### src/rtl/wdt_pkg.sv
package wdt_pkg;

  typedef struct packed {
    logic hard_lock;
    logic soft_lock;
    logic ria;
    logic win_en;
    logic irq_first;
    logic stop_halt;
    logic dbg_freeze;
    logic en;
  } wdt_ctrl_t;

  localparam logic [2:0] RG_CTRL = 3'd0;
  localparam logic [2:0] RG_STAT = 3'd1;
  localparam logic [2:0] RG_TO   = 3'd2;
  localparam logic [2:0] RG_WIN  = 3'd3;
  localparam logic [2:0] RG_SVC  = 3'd4;
  localparam logic [2:0] RG_CNT  = 3'd5;

  localparam logic [1:0] SIZE_WORD = 2'b10;

  localparam logic [31:0] KEY_SVC_1 = 32'h0000_A602;
  localparam logic [31:0] KEY_SVC_2 = 32'h0000_B480;
  localparam logic [31:0] KEY_UNL_1 = 32'h0000_C520;
  localparam logic [31:0] KEY_UNL_2 = 32'h0000_D928;

  typedef enum logic [1:0] {
    SEQ_IDLE = 2'd0,
    SEQ_SVC  = 2'd1,
    SEQ_UNL  = 2'd2
  } wdt_seq_e;

endpackage

### src/rtl/wdt_access.sv
module wdt_access
  import wdt_pkg::*;
#(
  parameter int MID_W = 3
) (
  input  logic                  sel,
  input  logic                  wr,
  input  logic [4:0]            addr,
  input  logic [1:0]            size,
  input  logic [MID_W-1:0]      master,
  input  logic [(1<<MID_W)-1:0] permit,
  input  logic                  locked,
  output logic [2:0]            idx,
  output logic                  acc_bad,
  output logic                  rd_ok,
  output logic                  we_ctrl,
  output logic                  we_stat,
  output logic                  we_to,
  output logic                  we_win,
  output logic                  we_svc
);

  logic fmt_bad;
  logic map_bad;
  logic perm_bad;
  logic ro_bad;
  logic good;

  always_comb begin
    idx      = addr[4:2];
    fmt_bad  = (size != SIZE_WORD) || (addr[1:0] != 2'b00);
    map_bad  = (idx > RG_CNT);
    perm_bad = !permit[master];
    ro_bad   = wr && ((idx == RG_CNT) ||
               (locked && ((idx == RG_CTRL) || (idx == RG_TO) || (idx == RG_WIN))));
    acc_bad  = sel && (fmt_bad || map_bad || perm_bad || ro_bad);
    good     = sel && !(fmt_bad || map_bad || perm_bad || ro_bad);
    rd_ok    = good && !wr;
    we_ctrl  = good && wr && (idx == RG_CTRL);
    we_stat  = good && wr && (idx == RG_STAT);
    we_to    = good && wr && (idx == RG_TO);
    we_win   = good && wr && (idx == RG_WIN);
    we_svc   = good && wr && (idx == RG_SVC);
  end

endmodule

### src/rtl/wdt_svc_seq.sv
module wdt_svc_seq
  import wdt_pkg::*;
(
  input  logic        clk,
  input  logic        rst_n,
  input  logic        wr_stb,
  input  logic [31:0] wdata,
  output logic        svc_done,
  output logic        unl_done,
  output logic        bad_key
);

  wdt_seq_e seq_q;
  wdt_seq_e seq_n;

  always_comb begin
    seq_n    = seq_q;
    svc_done = 1'b0;
    unl_done = 1'b0;
    bad_key  = 1'b0;
    if (wr_stb) begin
      seq_n = SEQ_IDLE;
      if (wdata == KEY_SVC_1) begin
        seq_n = SEQ_SVC;
      end else if (wdata == KEY_UNL_1) begin
        seq_n = SEQ_UNL;
      end else if ((wdata == KEY_SVC_2) && (seq_q == SEQ_SVC)) begin
        svc_done = 1'b1;
      end else if ((wdata == KEY_UNL_2) && (seq_q == SEQ_UNL)) begin
        unl_done = 1'b1;
      end else begin
        bad_key = 1'b1;
      end
    end
  end

  always_ff @(posedge clk or negedge rst_n) begin
    if (!rst_n) begin
      seq_q <= SEQ_IDLE;
    end else if (wr_stb) begin
      seq_q <= seq_n;
    end
  end

endmodule

### src/rtl/wdt_counter.sv
module wdt_counter #(
  parameter int CW = 32
) (
  input  logic          clk,
  input  logic          rst_n,
  input  logic          en,
  input  logic          run,
  input  logic          reload,
  input  logic [CW-1:0] load_val,
  input  logic          irq_first,
  input  logic          flag,
  output logic [CW-1:0] cnt,
  output logic          tmo_irq,
  output logic          tmo_rst
);

  logic [CW-1:0] cnt_q;
  logic [CW-1:0] cnt_n;
  logic          cnt_ce;
  logic          expire;

  always_comb begin
    expire  = en && run && !reload && (cnt_q == '0);
    tmo_irq = expire && irq_first && !flag;
    tmo_rst = expire && !(irq_first && !flag);
    cnt_ce  = !en || reload || run;
    if (!en || reload || expire) begin
      cnt_n = load_val;
    end else begin
      cnt_n = cnt_q - 1'b1;
    end
  end

  always_ff @(posedge clk or negedge rst_n) begin
    if (!rst_n) begin
      cnt_q <= '0;
    end else if (cnt_ce) begin
      cnt_q <= cnt_n;
    end
  end

  assign cnt = cnt_q;

endmodule

### src/rtl/wdt_window_lock.sv
module wdt_window_lock
  import wdt_pkg::*;
#(
  parameter int          CW      = 32,
  parameter int          MID_W   = 3,
  parameter logic [31:0] TO_INIT = 32'h0000_1000,
  parameter logic [31:0] WIN_INIT = 32'h0000_0000
) (
  input  logic             clk,
  input  logic             rst_n,
  input  logic             bus_sel,
  input  logic             bus_wr,
  input  logic [4:0]       bus_addr,
  input  logic [1:0]       bus_size,
  input  logic [MID_W-1:0] bus_master,
  input  logic [31:0]      bus_wdata,
  output logic [31:0]      bus_rdata,
  output logic             bus_err,
  input  logic             dbg_mode,
  input  logic             stop_mode,
  output logic             irq,
  output logic             rst_req
);

  localparam int NM = 1 << MID_W;

  logic [1:0]    rsync_q;
  logic          rst_ni;

  wdt_ctrl_t     ctrl_q, ctrl_n;
  logic [NM-1:0] permit_q, permit_n;
  logic [CW-1:0] to_q, to_n;
  logic [CW-1:0] win_q, win_n;
  logic          flag_q, flag_n;
  logic          rreq_q, rreq_n;
  logic          err_q, err_n;
  logic [31:0]   rdata_q, rdata_n;

  logic [2:0]    idx;
  logic          acc_bad, rd_ok;
  logic          we_ctrl, we_stat, we_to, we_win, we_svc;
  logic          svc_done, unl_done, bad_key;
  logic [CW-1:0] cnt;
  logic          tmo_irq, tmo_rst;
  logic          locked, invalid, in_win, reload, win_viol, run;

  // reset: asynchronous assert, synchronous release
  always_ff @(posedge clk or negedge rst_n) begin
    if (!rst_n) begin
      rsync_q <= 2'b00;
    end else begin
      rsync_q <= {rsync_q[0], 1'b1};
    end
  end
  assign rst_ni = rsync_q[1];

  assign locked = ctrl_q.soft_lock || ctrl_q.hard_lock;

  wdt_access #(.MID_W(MID_W)) u_access (
    .sel     (bus_sel),
    .wr      (bus_wr),
    .addr    (bus_addr),
    .size    (bus_size),
    .master  (bus_master),
    .permit  (permit_q),
    .locked  (locked),
    .idx     (idx),
    .acc_bad (acc_bad),
    .rd_ok   (rd_ok),
    .we_ctrl (we_ctrl),
    .we_stat (we_stat),
    .we_to   (we_to),
    .we_win  (we_win),
    .we_svc  (we_svc)
  );

  wdt_svc_seq u_seq (
    .clk      (clk),
    .rst_n    (rst_ni),
    .wr_stb   (we_svc),
    .wdata    (bus_wdata),
    .svc_done (svc_done),
    .unl_done (unl_done),
    .bad_key  (bad_key)
  );

  wdt_counter #(.CW(CW)) u_cnt (
    .clk       (clk),
    .rst_n     (rst_ni),
    .en        (ctrl_q.en),
    .run       (run),
    .reload    (reload),
    .load_val  (to_q),
    .irq_first (ctrl_q.irq_first),
    .flag      (flag_q),
    .cnt       (cnt),
    .tmo_irq   (tmo_irq),
    .tmo_rst   (tmo_rst)
  );

  always_comb begin
    run      = !(dbg_mode && ctrl_q.dbg_freeze) && !(stop_mode && ctrl_q.stop_halt);
    in_win   = !ctrl_q.win_en || (cnt < win_q);
    reload   = svc_done && in_win;
    win_viol = svc_done && !in_win && ctrl_q.en;
    invalid  = acc_bad || (bad_key && ctrl_q.en);
  end

  always_comb begin
    ctrl_n   = ctrl_q;
    permit_n = permit_q;
    if (we_ctrl) begin
      ctrl_n   = wdt_ctrl_t'(bus_wdata[7:0]);
      permit_n = bus_wdata[8 +: NM];
    end
    if (unl_done) begin
      ctrl_n.soft_lock = 1'b0;
    end
  end

  always_comb begin
    to_n   = we_to  ? bus_wdata[CW-1:0] : to_q;
    win_n  = we_win ? bus_wdata[CW-1:0] : win_q;
    flag_n = flag_q;
    if (we_stat && bus_wdata[0]) begin
      flag_n = 1'b0;
    end
    if (tmo_irq) begin
      flag_n = 1'b1;
    end
    rreq_n = rreq_q || tmo_rst || win_viol || (invalid && ctrl_q.ria);
    err_n  = invalid && !ctrl_q.ria;
  end

  always_comb begin
    rdata_n = '0;
    if (rd_ok) begin
      case (idx)
        RG_CTRL: begin
          rdata_n[7:0]     = ctrl_q;
          rdata_n[8 +: NM] = permit_q;
        end
        RG_STAT: rdata_n[0]      = flag_q;
        RG_TO:   rdata_n[CW-1:0] = to_q;
        RG_WIN:  rdata_n[CW-1:0] = win_q;
        RG_CNT:  rdata_n[CW-1:0] = cnt;
        default: rdata_n         = '0;
      endcase
    end
  end

  always_ff @(posedge clk or negedge rst_ni) begin
    if (!rst_ni) begin
      ctrl_q   <= '0;
      permit_q <= '1;
    end else if (we_ctrl || unl_done) begin
      ctrl_q   <= ctrl_n;
      permit_q <= permit_n;
    end
  end

  always_ff @(posedge clk or negedge rst_ni) begin
    if (!rst_ni) begin
      to_q  <= TO_INIT[CW-1:0];
      win_q <= WIN_INIT[CW-1:0];
    end else if (we_to || we_win) begin
      to_q  <= to_n;
      win_q <= win_n;
    end
  end

  always_ff @(posedge clk or negedge rst_ni) begin
    if (!rst_ni) begin
      flag_q  <= 1'b0;
      rreq_q  <= 1'b0;
      err_q   <= 1'b0;
      rdata_q <= '0;
    end else begin
      flag_q  <= flag_n;
      rreq_q  <= rreq_n;
      err_q   <= err_n;
      rdata_q <= rdata_n;
    end
  end

  assign bus_rdata = rdata_q;
  assign bus_err   = err_q;
  assign irq       = flag_q;
  assign rst_req   = rreq_q;

endmodule

### config.mk
export PLATFORM = sky130hd
export DESIGN_NAME = wdt_window_lock
export DESIGN_NICKNAME = d
export VERILOG_FILES = /design/src/rtl/wdt_pkg.sv /design/src/rtl/wdt_access.sv /design/src/rtl/wdt_svc_seq.sv /design/src/rtl/wdt_counter.sv /design/src/rtl/wdt_window_lock.sv
export SDC_FILE = /design/constraint.sdc
export NUM_CORES = 1
export LEC_CHECK = 0
export CAP_MARGIN = 20
export CORE_MARGIN = 2
export CORE_UTILIZATION = 50
export DETAILED_ROUTE_END_ITERATION = 10
export GPL_TIMING_DRIVEN = 1
export PLACE_DENSITY = 0.71
export SLEW_MARGIN = 0
export SYNTH_ARGS = -nofsm -noshare
export SYNTH_HDL_FRONTEND = slang
export SYNTH_SLANG_ARGS = --single-unit
export TNS_END_PERCENT = 20
### constraint.sdc
create_clock -name clk -period 9.2 [get_ports clk]
set_input_delay 1.84 -clock clk [delete_from_list [all_inputs] [get_ports clk]]
set_output_delay 1.84 -clock clk [all_outputs]
set_load 0.02 [all_outputs]
# == Word level (Yosys, flattened, before mapping) ==
# Index checks and enable logic that the tools add are counted.
# classes
addsub,1
n_eq_ne,12
reduce_logical,69
magnitude_cmp,3
muxes,27
# ops
op,n
"32-bit by 16-bit == test with 1-bit output, second input constant",4
32-bit 2-to-1 mux,2
15-bit one-hot mux with 4 select lines,1
16-bit one-hot mux with 3 select lines,1
32-bit zero test,1
32-bit less-than comparator,1
"32-bit by 1-bit subtractor with 32-bit output, second input constant",1
1-bit logical AND,30
1-bit logical OR,18
1-bit 2-to-1 mux,18
1-bit zero test,12
2-bit AND reduction,4
7-bit 2-to-1 mux,1
"3-bit by 2-bit == test with 1-bit output, second input constant",2
"3-bit == test, second input constant",2
2-bit nonzero test,3
1-bit one-hot mux with 5 select lines,1
"3-bit by 4-bit less-than comparator with 1-bit output, second input constant",1
2-bit 2-to-1 mux,2
1-bit binary-select mux with 3-bit select,1
"3-bit by 1-bit == test with 1-bit output, second input constant",1
"3-bit > comparator, second input constant",1
3-bit zero test,1
"2-bit by 1-bit == test with 1-bit output, second input constant",1
2 further kinds,2
# totals
regBits,151
elab_cells,130

# == Depth between registers and ports, before layout ==
# depth
depth_word,20
ltp_mapped,11
depth_no_buf,9

# == By module ==
# Synthesis repeated with hierarchy kept, for this count alone.
# hier_totals
cells_unflattened,843
area_unflattened_um2,8575.7
# modules_own_cells
module,seq_area_each_um2,area_per_inst_um2,instances,cells_each
wdt_window_lock,2939.1,5745.5,1,520
wdt_counter,800.8,2301.0,1,256
wdt_svc_seq,50.0,291.5,1,35
wdt_access,0.0,237.7,1,32

# == Worst setup path before layout ==
# No wires, ideal clock.
# synth_path
path_type,input-to-reg
start,input port bus_size[0]
end,register to_q[10]
stages,8
arrival_time_ns,4.108
setup_time_ns,0.125
slack_ns,4.967
path_buffers,2
path_cell_list,or4b_2 -> a31oi_1 -> nand4_1 -> nor4_2 -> and2_1 -> buf_2 -> buf_4 -> mux2_2
# synth_between
elab_chain_cells,11
# synth_rtl
element,line_no,source
from (decl),wdt_window_lock.sv:14,"input logic [1:0] bus_size,"
2-bit != test *,wdt_access.sv:31,fmt_bad = (size != SIZE_WORD) || (addr[1:0] != 2'b00);
1-bit logical OR *,wdt_access.sv:31,
1-bit logical OR * (3 in series),wdt_access.sv:37,good = sel && !(fmt_bad || map_bad || perm_bad || ro_bad);
1-bit zero test *,wdt_access.sv:37,
1-bit logical AND *,wdt_access.sv:37,
1-bit logical AND *,"wdt_access.sv:41, wdt_access.sv:42",
1-bit logical AND (on tied branches),"wdt_access.sv:41, wdt_access.sv:42",
1-bit logical OR,wdt_window_lock.sv:166,end else if (we_to || we_win) begin
2-bit AND reduction (no line) *,--,
to (signal assigned),wdt_window_lock.sv:164,to_q <= TO_INIT[CW-1:0];
to (signal assigned),wdt_window_lock.sv:167,to_q <= to_n;
to (decl),wdt_window_lock.sv:32,"logic [CW-1:0] to_q, to_n;"
# Mark *: on every way between the ends. The rest lies on a longest branch, timed or not.
# A chain may end at the register's enable or synchronous reset.

# == Worst setup path after layout ==
# layout_path
start,input port bus_addr[3]
end,register to_q[13]
# layout_between
elab_chain_cells,13
# layout_rtl
element,line_no,source
from (decl),wdt_window_lock.sv:13,"input logic [4:0] bus_addr,"
3-bit by 2-bit == test with 1-bit output or 3-bit zero test (tied branches),"wdt_access.sv:35, wdt_access.sv:41",
1-bit logical OR (2 in series),wdt_access.sv:35,(locked && ((idx == RG_CTRL) || (idx == RG_TO) || (idx == RG_WIN))));
1-bit logical AND,wdt_access.sv:35,
1-bit logical OR,wdt_access.sv:34,ro_bad = wr && ((idx == RG_CNT) ||
1-bit logical AND,wdt_access.sv:34,
1-bit logical OR,wdt_access.sv:37,
1-bit zero test,wdt_access.sv:37,
1-bit logical AND,wdt_access.sv:37,
1-bit logical AND,"wdt_access.sv:41, wdt_access.sv:42",
1-bit logical AND (on tied branches),"wdt_access.sv:41, wdt_access.sv:42",
1-bit logical OR,wdt_window_lock.sv:166,
2-bit AND reduction (no line) *,--,
# Marked as above.

==> impl_metrics.tcl <==
set metrics [dict create \
    synthCells 826 \
    fin_nets 976 \
    internal_power_uw 1230 \
    grt_usage_pct 27.0 \
    nFillCells 1344 \
    final_layout_size_suffix_gt1_share_pct 10.4 \
    worst_slew_pin_slew_ns 1.13 \
    drt_iter0_drc 632 \
    clk_pin_slew_ns 0.06 \
    status "complete, no violations" \
    fin_worst_skew_ns 0.00716 \
    slew_viol_final 0 \
    core_um2 15700 \
    seq_power_share_pct 43.3 \
    yosysUniqueCellTypes 62 \
    critPathKind "in2reg" \
    cts_tree "done" \
    yosys.area.top_type "dfrtp_1" \
    cts_resized 0 \
    arrival_ns 5.71 \
    ys_seq_area_share_pct 47.6 \
    yosysMostFrequentCell "dfrtp_1" \
    fin_crit_ns 5.40 \
    p_clk_share_pct 49.3 \
    p_switching_uw 360 \
    num_vias 6692 \
    antenna_found_initial 0 \
    worstSetupEndpointType "flip-flop" \
    grt_overflow 0 \
    ios 83 \
    rows 46 \
    synthArstFlopShare_pct 100 \
    viasPerCell 5.95 \
    place_congestion 0.927 \
    clkSinkCount 151 \
    max_stage_delay_ns 0.87 \
    drtAntennaViolNets 0 \
    synth_commonest_cells "dfrtp_1, nand2_1, nor2_1" \
    grt_max_degree 64 \
    ys_ff_latch 151 \
    cts_root_buf "clkbuf_16" \
    dieArea_um2 16900 \
    synth_area_leaders "dfrtp_1, ha_1, nand2_1, mux2_2, nor2_1" \
    die_x_um 130 \
    first_pass_iters 6 \
    r2r_setup_slack_ns 5.99 \
    critPathMaxFanout 25 \
    netlist_area_um2 7960 \
    synthDominantCellAreaShare_pct 44.6 \
    postCtsHoldBufs 0 \
    wl_per_cell_um 19.4 \
    start_util_pct 50.7 \
    drv_cap 0 \
    setup_viol 0 \
    n_antenna_cell 0 \
    cts_buffers 17 \
    dpl.hpwl_mm 15.2 \
    worstPathCellList "clkdlybuf4s50_1 > nand2b_1 > nor2_1 > and2_1 > buf_4 > mux2_2" \
    clk_path_buf_depth 2 \
    syn_area_per_cell_um2 9.64 \
    power_frac_comb_pct 7.3 \
    drc 0 \
    insertion_delay_ns 0.43 \
    start_kind "input port" \
    slowest_stage "clkdlybuf4s50_1" \
    irDropWorstVdd_mv 0.147 \
    fmax_mhz 185 \
    syn-num-nets 906 \
    final_cell_area_um2 9620 \
    synth_edf_count 0 \
    rsz0062_at_grt "false" \
    finalHoldViolations 0 \
    grt_pass1_vias 6426 \
    swShare_pct 22.7 \
    grt_pass1_wl_mm 34.7 \
    period_share_pct 58.7 \
    die_h_um 130 \
    placed_cell_area_um2 8940 \
    critPathTopFamily "simple AND/OR/NAND/NOR gates" \
    numPortBuffers 82 \
    relSlewSlack_pct 24.4 \
    crit_buf_inv 2 \
    p_leak_uw 0.00442 \
    hp-class "reg2async" \
    power.density_nw_per_um2 165 \
    synthFlopType "dfrtp_1" \
    cts_max_level 4 \
    crit_required_ns 9.51 \
    fin_setup_tns_ns 0 \
    routed_wl_mm 21.8 \
    ys_warn_count 0 \
    syn_to_final_growth_pct 20.8 \
    post_cts.repair.setup_buffers 0 \
]
[sequential cells by signal (all words and copies together) (netlist names), 2 cells and up]
| signal | count |
|---|---|
| ctrl_q | 8 |
| win_q | 32 |
| u_seq.seq_q | 2 |
| bus_rdata | 32 |
| rsync_q | 2 |
| permit_q | 8 |
| to_q | 32 |
| u_cnt.cnt | 32 |
[routing by layer]
metal	part of all wire (%)	vias up	track usage [%]
li1	-	3102	-
met1	47	3315	39.2
met2	45	247	40.5
met3	6.3	28	6.03
met4	1.9	0	8.67
met5	0	-	0
[power by group through the flow]
| stage | logic, uW | clock network (uW) | registers [uW] |
|---|---|---|---|
| 2_1_floorplan | 55.4 | 0 | 705 |
| 3_3_place_gp | 114 | 0 | 701 |
| 3_5_place_dp | 115 | 0 | 701 |
| 4_1_cts | 116 | 793 | 689 |
| 5_1_grt | 127 | 824 | 691 |
| 6_report | 116 | 785 | 689 |
[metrics by stage]
stage	hold WS, ns	worst slack [ns]	instances	total power (uW)	util, %
4_1_cts	0.330	3.82	1123	1600	61.1
2_1_floorplan	0.331	4.70	826	760	-
3_3_place_gp	0.323	3.52	1091	815	56.8
3_5_place_dp	0.324	3.37	1092	815	56.9
5_1_grt	0.358	3.59	1124	1640	61.2
6_report	0.306	3.80	1124	1590	61.2
[layout make-up]
type | count | area, um^2 | area share, %
clock inverters | 14 | 231 | 2.41
flip-flops and latches | 151 | 3790 | 39.4
clock buffers | 17 | 425 | 4.42
repair buffers | 93 | 920 | 9.56
inverters | 41 | 154 | 1.60
well taps | 216 | 270 | 2.81
multi-input cells | 592 | 3820 | 39.8
[placed cells by master (no fill, tap or decap), types with 11 or more instances in the layout]
| cell type | synthesis | final |
|---|---|---|
| o21ai_0 | 58 | 58 |
| mux2i_1 | 31 | 31 |
| mux2_2 | 30 | 30 |
| clkdlybuf4s50_1 | 0 | 82 |
| a22oi_1 | 22 | 22 |
| ha_1 | 32 | 32 |
| a21oi_1 | 38 | 38 |
| nor3_1 | 21 | 21 |
| nand2_1 | 105 | 105 |
| nor2_1 | 85 | 85 |
| o2bb2ai_1 | 15 | 15 |
| dfrtp_1 | 142 | 141 |
| nand4_1 | 11 | 11 |
| a22o_1 | 15 | 15 |
| inv_1 | 41 | 41 |
| clkbuf_16 | 0 | 17 |
[final timing paths]
path                               start            end  cells past startpoint
max                          bus_addr[3]       to_q[13]                      6
min                           rsync_q[1]  bus_rdata[27]                      0
max reg2reg                u_cnt.cnt[21]        rst_req                      8
min reg2reg                   rsync_q[1]  bus_rdata[27]                      0
max in group asynchronous     rsync_q[1]      win_q[12]                      2
min in group clk              rsync_q[0]     rsync_q[1]                      0
[cell families after synthesis]
| group | count (synthesis) | synth area share [%] |
|---|---|---|
| xor+xnor | 3 | 0.330 |
| compound gates | 197 | 16.5 |
| simple gates | 298 | 18.0 |
| mux | 61 | 8.14 |
| buf+inv | 83 | 4.35 |
| other cells | 1 | 0.0471 |
| fa+ha+maj | 32 | 5.03 |
| flops | 151 | 47.6 |
Note: power is estimated with default switching activity, not from simulation.
